--- config.mk ---
export PLATFORM = sky130hd
export DESIGN_NAME = hw_split_bridge
export DESIGN_NICKNAME = d
export VERILOG_FILES = /design/src/rtl/hwb_pkg.sv /design/src/rtl/hwb_decode.sv /design/src/rtl/hwb_rdpath.sv /design/src/rtl/hwb_wrpath.sv /design/src/rtl/hwb_errresp.sv /design/src/rtl/hw_split_bridge.sv
export SDC_FILE = /design/constraint.sdc
export NUM_CORES = 1
export LEC_CHECK = 0
export CORE_ASPECT_RATIO = 1.1
export CORE_MARGIN = 4
export CORE_UTILIZATION = 55
export CTS_BUF_LIST = sky130_fd_sc_hd__clkbuf_8
export DETAILED_ROUTE_END_ITERATION = 8
export DONT_BUFFER_PORTS = 1
export PLACE_DENSITY = 0.71
export SYNTH_ARGS = -nofsm -noshare
export SYNTH_HDL_FRONTEND = slang
export SYNTH_HIERARCHICAL = 1
export SYNTH_SLANG_ARGS = --single-unit
--- constraint.sdc ---
create_clock -name clk -period 3.3 [get_ports clk]
set_clock_uncertainty 0.1 [all_clocks]
set_input_delay 0.165 -clock clk [delete_from_list [all_inputs] [get_ports clk]]
set_output_delay 0.165 -clock clk [all_outputs]
set_load 0.005 [all_outputs]
--- src/rtl/hwb_pkg.sv ---
// Package: shared access classification for the halfword bridge.
// Assumes one master access per cycle at most.
package hwb_pkg;
    typedef enum logic [2:0] {
        ACC_IDLE  = 3'd0,
        ACC_RD_LO = 3'd1,
        ACC_RD_HI = 3'd2,
        ACC_WR_LO = 3'd3,
        ACC_WR_HI = 3'd4,
        ACC_BAD   = 3'd5
    } acc_kind_t;
endpackage

--- src/rtl/hwb_decode.sv ---
// Module: classifies the master strobe of this cycle into one access kind.
// Assumes: hi_sel is the halfword select bit, misalign is the OR of the
// byte-offset bits below it.
module hwb_decode
    import hwb_pkg::*;
(
    input  logic      rd,
    input  logic      wr,
    input  logic      is_byte,
    input  logic      misalign,
    input  logic      hi_sel,
    output acc_kind_t kind
);
    // Purpose: pick a refused, read or write kind from the strobes.
    always_comb begin
        kind = ACC_IDLE;
        if (rd || wr) begin
            if (is_byte || misalign || (rd && wr))
                kind = ACC_BAD;
            else if (rd)
                kind = hi_sel ? ACC_RD_HI : ACC_RD_LO;
            else
                kind = hi_sel ? ACC_WR_HI : ACC_WR_LO;
        end
    end
endmodule

--- src/rtl/hwb_rdpath.sv ---
// Module: read side. A lower-half read takes the full word from the register
// block, returns its low half and keeps its high half; an upper-half read
// returns the kept half. Assumes m_rdata is valid in the strobe cycle.
module hwb_rdpath
    import hwb_pkg::*;
#(
    parameter int HW = 16
) (
    input  logic            clk,
    input  logic            rst_n,
    input  acc_kind_t       kind,
    input  logic [2*HW-1:0] m_rdata,
    output logic [HW-1:0]   s_rdata,
    output logic            s_rvalid
);
    logic [HW-1:0] upper_q;

    // Purpose: capture the upper half on every lower-half read.
    always_ff @(posedge clk) begin
        if (!rst_n)
            upper_q <= '0;
        else if (kind == ACC_RD_LO)
            upper_q <= m_rdata[2*HW-1:HW];
    end

    // Purpose: register the returned halfword and its valid flag.
    always_ff @(posedge clk) begin
        if (!rst_n) begin
            s_rdata  <= '0;
            s_rvalid <= 1'b0;
        end else begin
            s_rvalid <= (kind == ACC_RD_LO) || (kind == ACC_RD_HI);
            if (kind == ACC_RD_LO)
                s_rdata <= m_rdata[HW-1:0];
            else if (kind == ACC_RD_HI)
                s_rdata <= upper_q;
        end
    end

    assert_lo_read_data_R3: assert property (@(posedge clk) disable iff (!rst_n)
        $past(kind == ACC_RD_LO) |-> (s_rvalid && s_rdata == $past(m_rdata[HW-1:0])));

    assert_hi_read_data_R4: assert property (@(posedge clk) disable iff (!rst_n)
        $past(kind == ACC_RD_HI) |-> (s_rvalid && s_rdata == $past(upper_q)));

    assert_upper_kept_R7: assert property (@(posedge clk) disable iff (!rst_n)
        (kind != ACC_RD_LO) |=> $stable(upper_q));

    assert_rvalid_cause_R10: assert property (@(posedge clk) disable iff (!rst_n)
        s_rvalid |-> $past(kind == ACC_RD_LO || kind == ACC_RD_HI));
endmodule

--- src/rtl/hwb_wrpath.sv ---
// Module: write side. A lower-half write is parked; an upper-half write
// emits one full-word write of {new upper, parked lower} in the same cycle.
module hwb_wrpath
    import hwb_pkg::*;
#(
    parameter int HW = 16
) (
    input  logic            clk,
    input  logic            rst_n,
    input  acc_kind_t       kind,
    input  logic [HW-1:0]   s_wdata,
    output logic            m_wr,
    output logic [2*HW-1:0] m_wdata
);
    logic [HW-1:0] hold_q;

    // Purpose: park the lower half until the upper half arrives.
    always_ff @(posedge clk) begin
        if (!rst_n)
            hold_q <= '0;
        else if (kind == ACC_WR_LO)
            hold_q <= s_wdata;
    end

    // Purpose: form the downstream full-word write.
    always_comb begin
        m_wr    = (kind == ACC_WR_HI);
        m_wdata = {s_wdata, hold_q};
    end

    assert_pair_word_R6: assert property (@(posedge clk) disable iff (!rst_n)
        ($past(kind == ACC_WR_LO) && kind == ACC_WR_HI)
            |-> (m_wr && m_wdata[HW-1:0] == $past(s_wdata)));

    assert_lo_write_quiet_R5: assert property (@(posedge clk) disable iff (!rst_n)
        (kind == ACC_WR_LO) |-> !m_wr);

    assert_hold_kept_R7: assert property (@(posedge clk) disable iff (!rst_n)
        (kind != ACC_WR_LO) |=> $stable(hold_q));
endmodule

--- src/rtl/hwb_errresp.sv ---
// Module: one-cycle error response for refused accesses.
module hwb_errresp
    import hwb_pkg::*;
(
    input  logic      clk,
    input  logic      rst_n,
    input  acc_kind_t kind,
    output logic      s_err
);
    // Purpose: flag a refused access on the following cycle.
    always_ff @(posedge clk) begin
        if (!rst_n)
            s_err <= 1'b0;
        else
            s_err <= (kind == ACC_BAD);
    end

    assert_err_cause_R7: assert property (@(posedge clk) disable iff (!rst_n)
        s_err |-> $past(kind == ACC_BAD));
endmodule

--- src/rtl/hw_split_bridge.sv ---
// Module: top of the halfword-to-word bridge. Assumes the register block
// answers a full-word read combinationally in the strobe cycle and takes a
// write on the edge that ends the strobe cycle.
module hw_split_bridge
    import hwb_pkg::*;
#(
    parameter int AW = 8,
    parameter int HW = 16
) (
    input  logic            clk,
    input  logic            rst_n,
    input  logic [AW-1:0]   s_addr,
    input  logic            s_rd,
    input  logic            s_wr,
    input  logic            s_byte,
    input  logic [HW-1:0]   s_wdata,
    output logic [HW-1:0]   s_rdata,
    output logic            s_rvalid,
    output logic            s_err,
    output logic [AW-1:0]   m_addr,
    output logic            m_rd,
    output logic            m_wr,
    output logic [2*HW-1:0] m_wdata,
    input  logic [2*HW-1:0] m_rdata
);
    localparam int SEL_BIT  = $clog2(HW / 8);
    localparam int WORD_LSB = SEL_BIT + 1;

    acc_kind_t kind;

    hwb_decode u_decode (
        .rd       (s_rd),
        .wr       (s_wr),
        .is_byte  (s_byte),
        .misalign (|s_addr[SEL_BIT-1:0]),
        .hi_sel   (s_addr[SEL_BIT]),
        .kind     (kind)
    );

    hwb_rdpath #(.HW(HW)) u_rdpath (
        .clk      (clk),
        .rst_n    (rst_n),
        .kind     (kind),
        .m_rdata  (m_rdata),
        .s_rdata  (s_rdata),
        .s_rvalid (s_rvalid)
    );

    hwb_wrpath #(.HW(HW)) u_wrpath (
        .clk     (clk),
        .rst_n   (rst_n),
        .kind    (kind),
        .s_wdata (s_wdata),
        .m_wr    (m_wr),
        .m_wdata (m_wdata)
    );

    hwb_errresp u_err (
        .clk   (clk),
        .rst_n (rst_n),
        .kind  (kind),
        .s_err (s_err)
    );

    // Purpose: downstream read strobe and word-aligned address.
    always_comb begin
        m_rd   = (kind == ACC_RD_LO);
        m_addr = {s_addr[AW-1:WORD_LSB], {WORD_LSB{1'b0}}};
    end

    assert_bad_quiet_R7: assert property (@(posedge clk) disable iff (!rst_n)
        (kind == ACC_BAD) |-> (!m_rd && !m_wr));

    assert_strobe_excl_R8: assert property (@(posedge clk) disable iff (!rst_n)
        $onehot0({m_rd, m_wr}));

    assert_hi_read_quiet_R4: assert property (@(posedge clk) disable iff (!rst_n)
        (s_rd && !s_wr && !s_byte && s_addr[WORD_LSB-1:0] == 2'b10) |-> !m_rd);

    assert_addr_align_R1: assert property (@(posedge clk) disable iff (!rst_n)
        (m_rd || m_wr) |-> (m_addr[WORD_LSB-1:0] == '0
                            && m_addr[AW-1:WORD_LSB] == s_addr[AW-1:WORD_LSB]));
endmodule

Yosys cells after proc, flatten, opt, wreduce, memory -nomap -nowiden
Index checks and enable logic that the tools add are counted.
{"block": "word_totals", "output_inout_bits": 60, "inputBits": 61, "elab_cells": 23, "register_bits": 50}
{"block": "classes", "eq_ne": 5, "muxes": 7, "n_reduce_logical": 6}
{"cell": "$mux 16", "n": 2}
{"cell": "$mux 3", "n": 4}
{"cell": "$eq 3x2->1 const B", "n": 2}
{"cell": "$eq 3x3->1 const B", "n": 2}
{"cell": "$logic_or 1x1->1", "n": 4}
{"cell": "$eq 3x1->1 const B", "n": 1}
{"cell": "$mux 2", "n": 1}
{"cell": "$reduce_bool 2->1", "n": 1}
{"cell": "$logic_and 1x1->1", "n": 1}

Logic depth before layout (Yosys ltp)
Gate-level depths: netlist (run 1).
{"block": "logic_depth", "ltp_word": 7, "ltp_mapped": 9, "depth_no_buf": 7}

Hierarchy
The synthesis (run 1) kept the hierarchy.
{"module": "hwb_rdpath", "seq_area_each_um2": 660.6, "cells_per_inst": 148, "area_each_um2": 1298.7, "instances": 1}
{"module": "hwb_wrpath", "seq_area_each_um2": 320.3, "cells_per_inst": 87, "area_each_um2": 782.0, "instances": 1}
{"module": "hw_split_bridge", "seq_area_each_um2": 0.0, "cells_per_inst": 10, "area_each_um2": 76.3, "instances": 1}
{"module": "hwb_decode", "seq_area_each_um2": 0.0, "cells_per_inst": 9, "area_each_um2": 70.1, "instances": 1}
{"module": "hwb_errresp", "seq_area_each_um2": 20.0, "cells_per_inst": 2, "area_each_um2": 30.0, "instances": 1}

Least setup slack after synthesis (run 1)
No wires, ideal clock.
{"block": "synth_path", "path_type": "input -> register", "startpoint": "input port s_rd", "endpoint": "register u_rdpath.s_rdata[14]", "path_buffers": 2, "path_stages": 8, "arrival_ns": 2.349, "slack_ns": 0.763, "setup_ns": 0.088, "required_time_ns": 3.112, "path_cell_list": "inv_1 > ha_1 > nor4b_1 > xor2_2 > and2_1 > buf_4 > buf_6 > a311oi_2"}
{"block": "synth_between", "elab_chain_len": 6, "word_cells_on_any_way": 10, "classes_between": "2 x eq/ne; 4 x mux; 4 x reduce/logical"}
{"item": "start, declared", "line_no": "hw_split_bridge.sv:13", "source": "input logic s_rd,"}
{"item": "$logic_and 1x1->1", "line_no": "hwb_decode.sv:18", "source": "if (is_byte || misalign || (rd && wr))"}
{"item": "$logic_or 1x1->1", "line_no": "hwb_decode.sv:18"}
{"item": "$mux 3", "line_no": "hwb_decode.sv:18"}
{"item": "$mux 3 *", "line_no": "hwb_decode.sv:17", "source": "if (rd || wr) begin"}
{"item": "net kind[1]", "line_no": "hw_split_bridge.sv:29", "source": "acc_kind_t kind;"}
{"item": "$eq 3x1->1 / $eq 3x2->1 (equally long branches)", "line_no": "hwb_rdpath.sv:33, hwb_rdpath.sv:35"}
{"item": "$mux 16 / $reduce_bool 2->1 (equally long branches)"}
{"item": "end signal, assigned", "line_no": "hwb_rdpath.sv:34", "source": "s_rdata <= m_rdata[HW-1:0];"}
{"item": "end signal, assigned", "line_no": "hwb_rdpath.sv:36", "source": "s_rdata <= upper_q;"}
{"item": "end, declared", "line_no": "hwb_rdpath.sv:13", "source": "output logic [HW-1:0] s_rdata,"}
Mark *: on every way through the listed nets, which the timed path passes. The rest lies on a longest branch.
A chain may end at the register's enable or synchronous reset.

Worst setup path after layout (run 1)
{"block": "layout_path", "startpoint": "input port s_rd", "endpoint": "register u_wrpath.hold_q[10]"}
{"block": "layout_between", "elab_chain_len": 5, "word_cells_on_any_way": 7, "classes_between": "1 x eq/ne; 3 x mux; 3 x reduce/logical"}
{"item": "$logic_and 1x1->1", "line_no": "hwb_decode.sv:18"}
{"item": "$logic_or 1x1->1", "line_no": "hwb_decode.sv:18"}
{"item": "$mux 3", "line_no": "hwb_decode.sv:18"}
{"item": "$mux 3 *", "line_no": "hwb_decode.sv:17"}
{"item": "net kind[2]", "line_no": "hw_split_bridge.sv:29"}
{"item": "$eq 3x2->1 *", "line_no": "hwb_wrpath.sv:21", "source": "else if (kind == ACC_WR_LO)"}
{"item": "end signal, assigned", "line_no": "hwb_wrpath.sv:22", "source": "hold_q <= s_wdata;"}
{"item": "end, declared", "line_no": "hwb_wrpath.sv:15", "source": "logic [HW-1:0] hold_q;"}
Marks and branches as above.

==> impl_metrics.ini, run 1 <==
[clock_tree]
clock_sinks = 50
cts_tree = done
clk_latency_ps = 310
cts_buffers = 5
htree_levels = 2
path_clk_slew_ps = 90
root_buffer = clkbuf_8
cts_resized = 0
clk_path_buf_depth = 2

[routing]
finalWirelength_mm = 5.92
firstDrtPassIters = 4
drt_iter0_markers = 83
avgRoutedWirePerCell_um = 16.4
ant_nets = 0
vias_per_cell = 5.41
route.detailed.drc = 0
vias = 1947

[logic_synthesis]
synth_edf_count = 0
async_flop_share_pct = 0
synth.yosys.warnings = 6
ys_types = 27
synth_seq_cells = 50
synth_flop_cell = dfxtp_1
syn_area_um2 = 2260
synth-seq-area-share_pct = 44.3
postSynthAreaPerCell_um2 = 8.82
syn_inst = 256

[worst_setup_path]
rrSetupSlack_ps = 1890
setup.worst_path.class = in -> reg
crit_buf_inv = 3
r2r.worst_path.cells = 3
crit_family = buffers and inverters
path_cells = inv_1 > ha_1 > a2111oi_0 > nor2_1 > and3b_1 > buf_4 > mux2i_1 > dlygate4sd3_1
crit_path_max_incr_delay_ps = 610
rr_endpoint = u_wrpath/hold_q[10]
slowest_stage = dlygate4sd3_1
critPathMaxFanout = 16
arrival_ps = 2360
end_kind = flop
critPathLaunchType = input port
worstReg2RegStart = u_wrpath/hold_q[10]
critical_path_required_ps = 3440

[sta]
setup_ws_ps = 1080
setup_tns_ps = 0
finalCritPeriodShare_pct = 67.2
slew_headroom_pct = 28.8
finalSetupViolations = 0
tightest_slew_ps = 1070
clock.fmax_ghz = 0.451
rsz0062_at_grt = no
hold_viol_final = 0
period_minus_slack_ps = 2220
drv_slew = 0

[floorplanning]
core_area_um2 = 3960
num_rows = 24
dieArea_um2 = 5190
die_h_um = 75.2
initial_core_util_pct = 56.9
ios = 121
die_w_um = 69.1

[status]
status = complete, no violations

[final_layout]
area_growth_pct = 31.2
final_common_cell = nand2_1
fin_nets = 369
stdcell_area_um2 = 2960
drive_gt1_share_pct = 7.14
final_cell_mix = 80 x nand2_1, 79 x dlygate4sd3_1, 50 x dfxtp_1, 32 x a21oi_1, 16 x mux2i_1
fin_util_pct = 74.7
num_antenna_cells = 0

[grt]
antenna_found_initial = 0
grt_pass1_vias = 1839
grt_max_degree = 33
grt_pass1_wl_mm = 9.34
track_usage_pct = 22.9
grt_remaining_overflow = 0

[pwr]
design_power_total_w = 0.00122
ir_worst_vdd_mv = 0.309
p_leak_nw = 1.10
powerDensity_nw_per_um2 = 413

[placed_design]
gp_congestion = 0.686
dp.final_hpwl_mm = 3.12
place_ws_ps = 956
dpl_cell_area_um2 = 2080
portBuffers = 0

[flow_run]
cap_violations = 0

[worst_hold_path]
hold_class = in -> reg
hold_depth = 3
hold_end = u_err/s_err
hp-start = s_addr[0]
cell families after synthesis:
| group | synth area share (%) |
|---|---|
| compound gates | 15.1 |
| xor+xnor | 1.11 |
| fa+ha+maj | 1.05 |
| buf+inv | 13.5 |
| flops | 44.3 |
| mux | 7.10 |
| other cells | 0.166 |
| simple gates | 17.6 |
routing by layer:
layer  GRT usage [%]  wire, µm
met5               0         0
met1            24.9      2270
met2            40.3      2980
met3            9.35       535
met4            9.76       129
state kept, by name, summed over array words and instances (netlist names):
name and flops:
u_err/s_err 1, u_rdpath/s_rdata 16, u_rdpath/s_rvalid 1, u_rdpath/upper_q 16
u_wrpath/hold_q 16
cells in the mapped netlist, types with 3 or more instances:
cell type | count | area, µm²
a21oi_1 | 32 | 160
a311oi_1 | 11 | 96.3
a311oi_2 | 5 | 75.1
buf_2 | 6 | 30.0
buf_4 | 25 | 188
buf_6 | 3 | 33.8
clkbuf_1 | 6 | 22.5
dfxtp_1 | 50 | 1000
inv_1 | 3 | 11.3
mux2i_1 | 16 | 160
nand2_1 | 80 | 300
power breakdown:
| group | internal [W] | switching [W] | leakage [nW] |
|---|---|---|---|
| sequential | 0.000637 | 0.0000209 | 0.408 |
| combinational | 0.000101 | 0.0000945 | 0.647 |
| clock | 0.000169 | 0.000202 | 0.0472 |
worst min-delay path, cell delays in order:
cell and delay (ps):
nor4b_1 30, buf_4 160, and4b_1 230
worst max path at each step:
stage	start	endpoint	slack (ps)	cells after the start
5_1_grt	s_rd	u_wrpath/hold_q[10]	950	8
4_1_cts	s_rd	u_wrpath/hold_q[4]	1190	8
3_3_place_gp	s_rd	u_rdpath/s_rdata[4]	1020	8
6_report	s_rd	u_wrpath/hold_q[10]	1080	8
2_1_floorplan	s_rd	u_rdpath/s_rdata[14]	760	8
3_5_place_dp	s_rd	u_rdpath/s_rdata[10]	960	8
final cells by class:
type | instances | area (µm²)
multi-input cells | 163 | 961
inverters | 3 | 11.3
well taps | 52 | 65.1
flip-flops and latches | 50 | 1000
fillers | 282 | 1000
clock buffers | 6 | 82.6
repair buffers | 84 | 828
clock inverters | 2 | 12.5
metrics by stage:
stage	hold slack, ps	std cells
global placement	208	273
floorplan	205	257
detailed placement	211	273
CTS	199	360
global route	218	360
finish	211	360
repair_timing:
action	4_1_cts	5_1_grt
hold buffers	79	0
endpoints found under the setup margin	0	0
hold endpoints to repair	50	0
setup buffers	0	0
Note: power is estimated with default switching activity, not from simulation.
==> inputs of run 2 (changes only) <==
- PLACE_DENSITY: 0.71 -> 0.74
- clock period: 3.3 -> 2.01 ns (I/O delays scaled with it)
==> impl_metrics.ini, run 2 (synthesis results as in run 1) <==
[pwr]
powerDensity_nw_per_um2 = 788
design_power_total_w = 0.00228
ir_worst_vdd_mv = 0.615
p_leak_nw = 1.05

[grt]
grt_max_degree = 33
grt_pass1_vias = 1844
antenna_found_initial = 0
track_usage_pct = 22.1
grt_remaining_overflow = 0
grt_pass1_wl_mm = 9.05

[sta]
finalCritPeriodShare_pct = 79.7
drv_slew = 0
rsz0062_at_grt = no
period_minus_slack_ps = 1600
hold_viol_final = 0
clock.fmax_ghz = 0.624
finalSetupViolations = 0
tightest_slew_ps = 840
slew_headroom_pct = 43.8
setup_tns_ps = 0

[worst_setup_path]
crit_path_max_incr_delay_ps = 380
setup.worst_path.class = in -> reg
critPathMaxFanout = 7
arrival_ps = 1700
r2r.worst_path.cells = 2
critical_path_required_ps = 2110
end_kind = flop
slowest_stage = or3b_1
path_cells = or3b_1 > maj3_2 > xor2_2 > and2_1 > buf_4 > a311oi_1
critPathLaunchType = input port

[placed_design]
dp.final_hpwl_mm = 3.34
portBuffers = 0
gp_congestion = 0.731
placed_cells = 279

[floorplanning]
die_h_um = 75.2
num_rows = 24
ios = 121
initial_core_util_pct = 56.9
core_area_um2 = 3960
die_w_um = 69.1
dieArea_um2 = 5190

[routing]
firstDrtPassIters = 5
route.detailed.drc = 0
finalWirelength_mm = 5.76
ant_nets = 0
avgRoutedWirePerCell_um = 16.7
vias = 1875
drt_iter0_markers = 76
vias_per_cell = 5.43

[clock_tree]
clock_sinks = 50
root_buffer = clkbuf_8
clk_latency_ps = 300
cts_buffers = 5
path_clk_slew_ps = 90
htree_levels = 2
clk_path_buf_depth = 2
cts_setup_buffers = 0
cts_tree = done

[final_layout]
nFillCells = 262
final_cell_mix = 80 x nand2_1, 58 x dlygate4sd3_1, 50 x dfxtp_1, 32 x a21oi_1, 16 x mux2i_1
area.sequential_um2 = 1000
multi_input_area_um2 = 976
drive_gt1_share_pct = 9.90
final_common_cell = nand2_1
num_antenna_cells = 0
final_cells = 345
fin_nets = 354
area_growth_pct = 28.3
top_regs = u_rdpath/s_rdata x16, u_rdpath/upper_q x16, u_wrpath/hold_q x16

[status]
status = complete, no violations

[worst_hold_path]
hold_class = in -> reg
hold_depth = 2

[flow_run]
cap_violations = 0
[run 2: changes by cell type in the layout (fill, tap and decap cells not counted), moves of 2 or more]
cell | before | now
buf_12 | 0 | 3
bufinv_16 | 0 | 2
dlygate4sd3_1 | 79 | 58
buf_4 | 5 | 8
[run 2: metrics by stage]
step	cell area, µm²	worst slack, ps	hold WS (ps)	util (%)
2_1_floorplan	2280	111	141	-
3_3_place_gp	2170	190	101	54.8
3_5_place_dp	2170	153	101	54.8
4_1_cts	2900	453	9.30	73.1
5_1_grt	2900	266	15.7	73.1
6_report	2900	407	21.1	73.1
[run 2: layout make-up]
| type | count | area share (%) |
|---|---|---|
| Clock buffer | 6 | 2.85 |
| Clock inverter | 2 | 2.07 |
| Inverter | 3 | 0.389 |
| Multi-Input combinational cell | 163 | 33.7 |
| Sequential cell | 50 | 34.6 |
| Tap cell | 52 | 2.25 |
| Timing Repair Buffer | 69 | 24.2 |
[run 2: timing repair]
item	CTS	global route
gates resized for setup	0	0
endpoints found under the hold margin	50	0
hold buffers	58	0
setup endpoints to repair	0	0
[run 2: layer usage]
metal  GRT usage, %  part of all wire, %
met4           6.94                  1.2
met3           8.81                  9.1
met1           23.8                   38
met2           40.6                   51
met5              0                    0
[run 2: critical path, delay by kind of cell]
kind	cells	cell delay, ps
buffers and inverters	1	160
AND/OR/NAND/NOR	2	580
XOR/XNOR	1	180
adder cells (fa/ha/maj)	1	380
AO/OA/AOI/OAI	1	300
[run 2: final timing paths]
| kind | endpoint | slack, ps | from |
|---|---|---|---|
| worst max-delay path | u_rdpath/s_rdata[5] | 410 | s_addr[0] |
| worst min-delay path | u_err/s_err | 20 | s_addr[0] |
| worst max register to register | u_rdpath/s_rdata[10] | 1090 | u_rdpath/s_rdata[10] |
| worst min register to register | u_rdpath/upper_q[13] | 370 | u_rdpath/upper_q[13] |
[run 2: power breakdown]
group          leakage [nW]  switching (W)  internal [W]
combinational         0.573       0.000170      0.000180
clock                0.0714       0.000321      0.000530
sequential            0.408      0.0000348       0.00105
total                  1.05       0.000525       0.00176
